$ cat src/rtl/pclk_gate_bank.sv
module pclk_gate_bank #(
  parameter int BANKS = 2,
  parameter int BW    = 32,
  parameter int FIXED = 2,
  localparam int N    = BANKS * BW,
  localparam int AW   = $clog2(BANKS) + 2
) (
  input  logic          clk,
  input  logic          rst_n,
  input  logic          wr_en,
  input  logic          rd_en,
  input  logic [AW-1:0] addr,
  input  logic [BW-1:0] wdata,
  output logic [BW-1:0] rdata,
  output logic [N-1:0]  per_en,
  output logic [N-1:0]  per_clk
);

  localparam logic [1:0] SEL_SET = 2'd0;
  localparam logic [1:0] SEL_CLR = 2'd1;
  localparam logic [1:0] SEL_STS = 2'd2;
  localparam logic [N-1:0] KEEP = {{(N-FIXED){1'b0}}, {FIXED{1'b1}}};

  logic [BW-1:0] en_q [BANKS];
  logic [N-1:0]  en_fall;
  wire  [1:0]    sel = addr[1:0];

  for (genvar b = 0; b < BANKS; b++) begin : g_bank
    localparam logic [BW-1:0] KB = KEEP[b*BW +: BW];
    wire hit = wr_en && (addr[AW-1:2] == b);

    always_ff @(posedge clk or negedge rst_n) begin
      if (!rst_n)
        en_q[b] <= KB;
      else if (hit && sel == SEL_SET)
        en_q[b] <= en_q[b] | wdata | KB;
      else if (hit && sel == SEL_CLR)
        en_q[b] <= (en_q[b] & ~wdata) | KB;
    end

    assign per_en[b*BW +: BW] = en_q[b];

    a_r2_set_takes: assert property (@(posedge clk) disable iff (!rst_n)
      (wr_en && addr == {b[AW-3:0], SEL_SET}) |=>
        ((per_en[b*BW +: BW] & $past(wdata)) == $past(wdata)));

    a_r3_clear_takes: assert property (@(posedge clk) disable iff (!rst_n)
      (wr_en && addr == {b[AW-3:0], SEL_CLR}) |=>
        ((per_en[b*BW +: BW] & $past(wdata) & ~KB) == '0));

    a_r8_other_bank_kept: assert property (@(posedge clk) disable iff (!rst_n)
      (!wr_en || addr[AW-1:2] != b) |=> $stable(per_en[b*BW +: BW]));
  end

  always_ff @(negedge clk or negedge rst_n) begin
    if (!rst_n) en_fall <= KEEP;
    else        en_fall <= per_en;
  end

  assign per_clk = {N{clk}} & en_fall;

  always_comb begin
    rdata = '0;
    if (rd_en && sel == SEL_STS) rdata = en_q[addr[AW-1:2]];
  end

  a_r5_fixed_on: assert property (@(posedge clk) disable iff (!rst_n)
    (rd_en && addr[AW-1:2] == '0 && sel == SEL_STS) |-> (&rdata[FIXED-1:0]));

  a_r6_wo_reads_zero: assert property (@(posedge clk) disable iff (!rst_n)
    (!rd_en || sel != SEL_STS) |-> (rdata == '0));

  a_r7_gate_follows_fall: assert property (@(negedge clk) disable iff (!rst_n)
    1'b1 |=> (en_fall == $past(per_en)));

endmodule

$ cat config.mk
export PLATFORM = sky130hd
export DESIGN_NAME = pclk_gate_bank
export DESIGN_NICKNAME = d
export VERILOG_FILES = /design/src/rtl/pclk_gate_bank.sv
export SDC_FILE = /design/constraint.sdc
export NUM_CORES = 1
export LEC_CHECK = 0
export BUFFER_PORTS_ARGS = -buffer_cell sky130_fd_sc_hd__buf_2
export CORE_AREA = 2 2 123 125
export CTS_CLUSTER_DIAMETER = 80
export DETAILED_ROUTE_END_ITERATION = 7
export DIE_AREA = 0 0 125 127
export GPL_ROUTABILITY_DRIVEN = 0
export GPL_TIMING_DRIVEN = 1
export PLACE_DENSITY = 0.67
export SETUP_SLACK_MARGIN = 0.3
export SKIP_CTS_REPAIR_TIMING = 1
export SYNTH_ARGS = -nofsm -noshare
export SYNTH_HDL_FRONTEND = slang
export SYNTH_SLANG_ARGS = --single-unit
$ cat constraint.sdc
create_clock -name clk -period 1.7 [get_ports clk]
set_input_delay 0.085 -clock clk [delete_from_list [all_inputs] [get_ports clk]]
set_output_delay 0.085 -clock clk [all_outputs]
set_load 0.03 [all_outputs]
==> flow_summary.json <==
{
  "sequential_to_total_area_share_from_yosys_stat_pct": 54.3,
  "number_of_nets_still_failing_antenna_checks_after_routing": 0,
  "synth-edff-count": 0,
  "globalRouteTotalUtil_pct": 18.4,
  "grt-ovfl-total": 0,
  "cp_data_required_time_ns": 1.62,
  "yosysTopAreaCell": "sky130_fd_sc_hd__dfrtn_1",
  "grt_pass1_vias": 5089,
  "finalHoldWorstSlack_ns": 0.114,
  "final_count_of_hold_timing_violations": 0,
  "vdd_drop_max_mv": 1.34,
  "yosysWarningCount": 0,
  "rows": 44,
  "syn-instance-count": 479,
  "failed_checks": "negative setup slack",
  "dominantRegCellSynth": "sky130_fd_sc_hd__dfrtp_1",
  "total_number_of_vias": 4664,
  "worst-slew-pin-transition_ns": 0.633,
  "detailed_place.area_um2": 7070,
  "post_synth_main_area_contributors": "sky130_fd_sc_hd__dfrtn_1 27%, sky130_fd_sc_hd__dfrtp_1 27%, sky130_fd_sc_hd__mux2i_1 16%",
  "layout_setup_ws_ns": -0.434,
  "clock_transition_at_the_register_clock_pins_on_the_worst_setup_and_hold_paths_after_cts_ns": 0.05,
  "die_y_um": 127,
  "power-per-cell-area_nw_per_um2": 2130,
  "dpl.hpwl_um": 9050,
  "whs_path_depth": 3,
  "drt_drc_violations_left": 0,
  "worst_skew_pair.late_latency_ns": 0.52,
  "endpoint_kind": "output port",
  "leakage_nw": 4.68,
  "run_status": "complete, but fails checks",
  "num-nets-final": 781,
  "setup_repair_after_global_routing_missed_its_margin": "true",
  "die-area_um2": 15900,
  "most_frequent_cells_in_the_layout": "97 x sky130_fd_sc_hd__buf_2, 92 x sky130_fd_sc_hd__mux2i_1, 64 x sky130_fd_sc_hd__buf_4, 64 x sky130_fd_sc_hd__buf_6",
  "ff2ff_path_depth": 0,
  "drt-initial-drc-count": 170,
  "final_max_slew_viol_count": 0,
  "boundaryPins": 199,
  "core_area_um2": 14400,
  "global_route_wire_length_before_repair_um": 23100,
  "dp_slack_ns": 0.0779,
  "insertedDiodeCount": 0,
  "mostFrequentLayoutCell": "sky130_fd_sc_hd__buf_2",
  "postSynthAreaPerCell_um2": 11.9,
  "netlist-cell-type-count": 18,
  "floorplan.die.width_um": 125,
  "post_drt_wl_per_cell_um": 17.0,
  "synth.ff_latch_count": 124,
  "max_slew_margin_pct": 57.8,
  "grt_max_degree": 63,
  "cts_tree": "yes",
  "initial_core_util_pct": 39.6,
  "critPathLaunchType": "register",
  "numPortBuffers": 196,
  "fin_area_um2": 9210,
  "crit_type": "register to output port",
  "final.setup_skew_ns": 0.00543,
  "finalPower_mw": 19.6,
  "area.growth.synth_to_final_pct": 61.2,
  "arr_time_crit_path_ns": 2.05,
  "share_of_synthesized_registers_carrying_an_async_set_or_reset_pct": 100,
  "number_of_antenna_violations_at_the_first_check_in_global_routing": 0,
  "syn_area_um2": 5710,
  "yosys.area.top_type_share_pct": 27.2,
  "max_cap_viols": 0,
  "postLayoutCoreUtil_pct": 63.8,
  "min_path_type": "primary input to register",
  "worstPathMaxFanout": 1,
  "drt_total_wl_um": 16200,
  "route.detailed.vias_per_inst": 4.89,
  "drt_first_pass_iters": 4,
  "layout-drive-gt1-share_pct": 53.8,
  "setup_viol": 124
}
[cell families (layout without fill, tap and decap cells)]
| logic type | after synthesis | count (layout) | share of synthesized area, % |
|---|---|---|---|
| AO/OA/AOI/OAI | 2 | 2 | 0.175 |
| buffers and inverters | 105 | 393 | 8.63 |
| flip-flops | 124 | 124 | 54.3 |
| multiplexers | 92 | 92 | 16.1 |
| other | 1 | 2 | 0.0656 |
| AND/OR/NAND/NOR | 155 | 156 | 20.7 |
[critical path, cell delays in order, from the launching register on]
cell	delay, ns
sky130_fd_sc_hd__dfrtn_1	0.42
sky130_fd_sc_hd__and2_4	0.15
sky130_fd_sc_hd__buf_6	0.12
[cells in the mapped netlist, types with 2 or more instances]
library cell and count:
sky130_fd_sc_hd__buf_6 6, sky130_fd_sc_hd__dfrtp_1 62, sky130_fd_sc_hd__mux2i_1 92, sky130_fd_sc_hd__dfrtn_1 62
sky130_fd_sc_hd__buf_2 9, sky130_fd_sc_hd__nor2_1 30, sky130_fd_sc_hd__and4bb_1 25, sky130_fd_sc_hd__nand4b_1 32
sky130_fd_sc_hd__inv_1 62, sky130_fd_sc_hd__and4bb_2 3, sky130_fd_sc_hd__and2_1 62, sky130_fd_sc_hd__buf_4 11
sky130_fd_sc_hd__a21oi_1 2, sky130_fd_sc_hd__clkbuf_1 16, sky130_fd_sc_hd__nor4bb_2 2
[stage by stage]
step           TNS, ns  instances
2_1_floorplan        0        480
3_3_place_gp         0        832
3_5_place_dp         0        832
4_1_cts         -28.54        898
5_1_grt         -26.50        953
6_report        -23.85        953
[where the power goes]
group,switching [mW],leakage (nW),internal [mW]
clock network,5.49,1.22,7.74
logic,1.43,2.11,0.824
registers,0.439,1.34,3.70
[cell type report]
type | count | area [µm²]
fillers | 1050 | 5220
clock buffers | 125 | 1830
multi-input cells | 252 | 2300
flip-flops and latches | 124 | 3180
well taps | 184 | 230
inverters | 62 | 233
repair buffers | 201 | 1410
clock inverters | 5 | 27.5
[metal layers]
layer	vias to the layer above	track usage [%]	routed length, µm
li1	2122	-	-
met4	0	15.5	771
met1	2249	20.6	6330
met5	-	0	0
met3	68	10.0	1240
met2	225	25.6	7890
[worst paths after layout]
kind                             start                          to  slack [ns]
min reg2reg                   register                    register        0.56
max reg2reg                   register                 en_fall[48]        0.25
min in group asynchronous        rst_n  asynchronous set/reset pin        0.19
max in group asynchronous        rst_n                  en_fall[2]        0.49
min                            addr[1]                    register        0.11
max                        en_fall[54]                 per_clk[54]       -0.43
(Power assumes the default switching activity.)
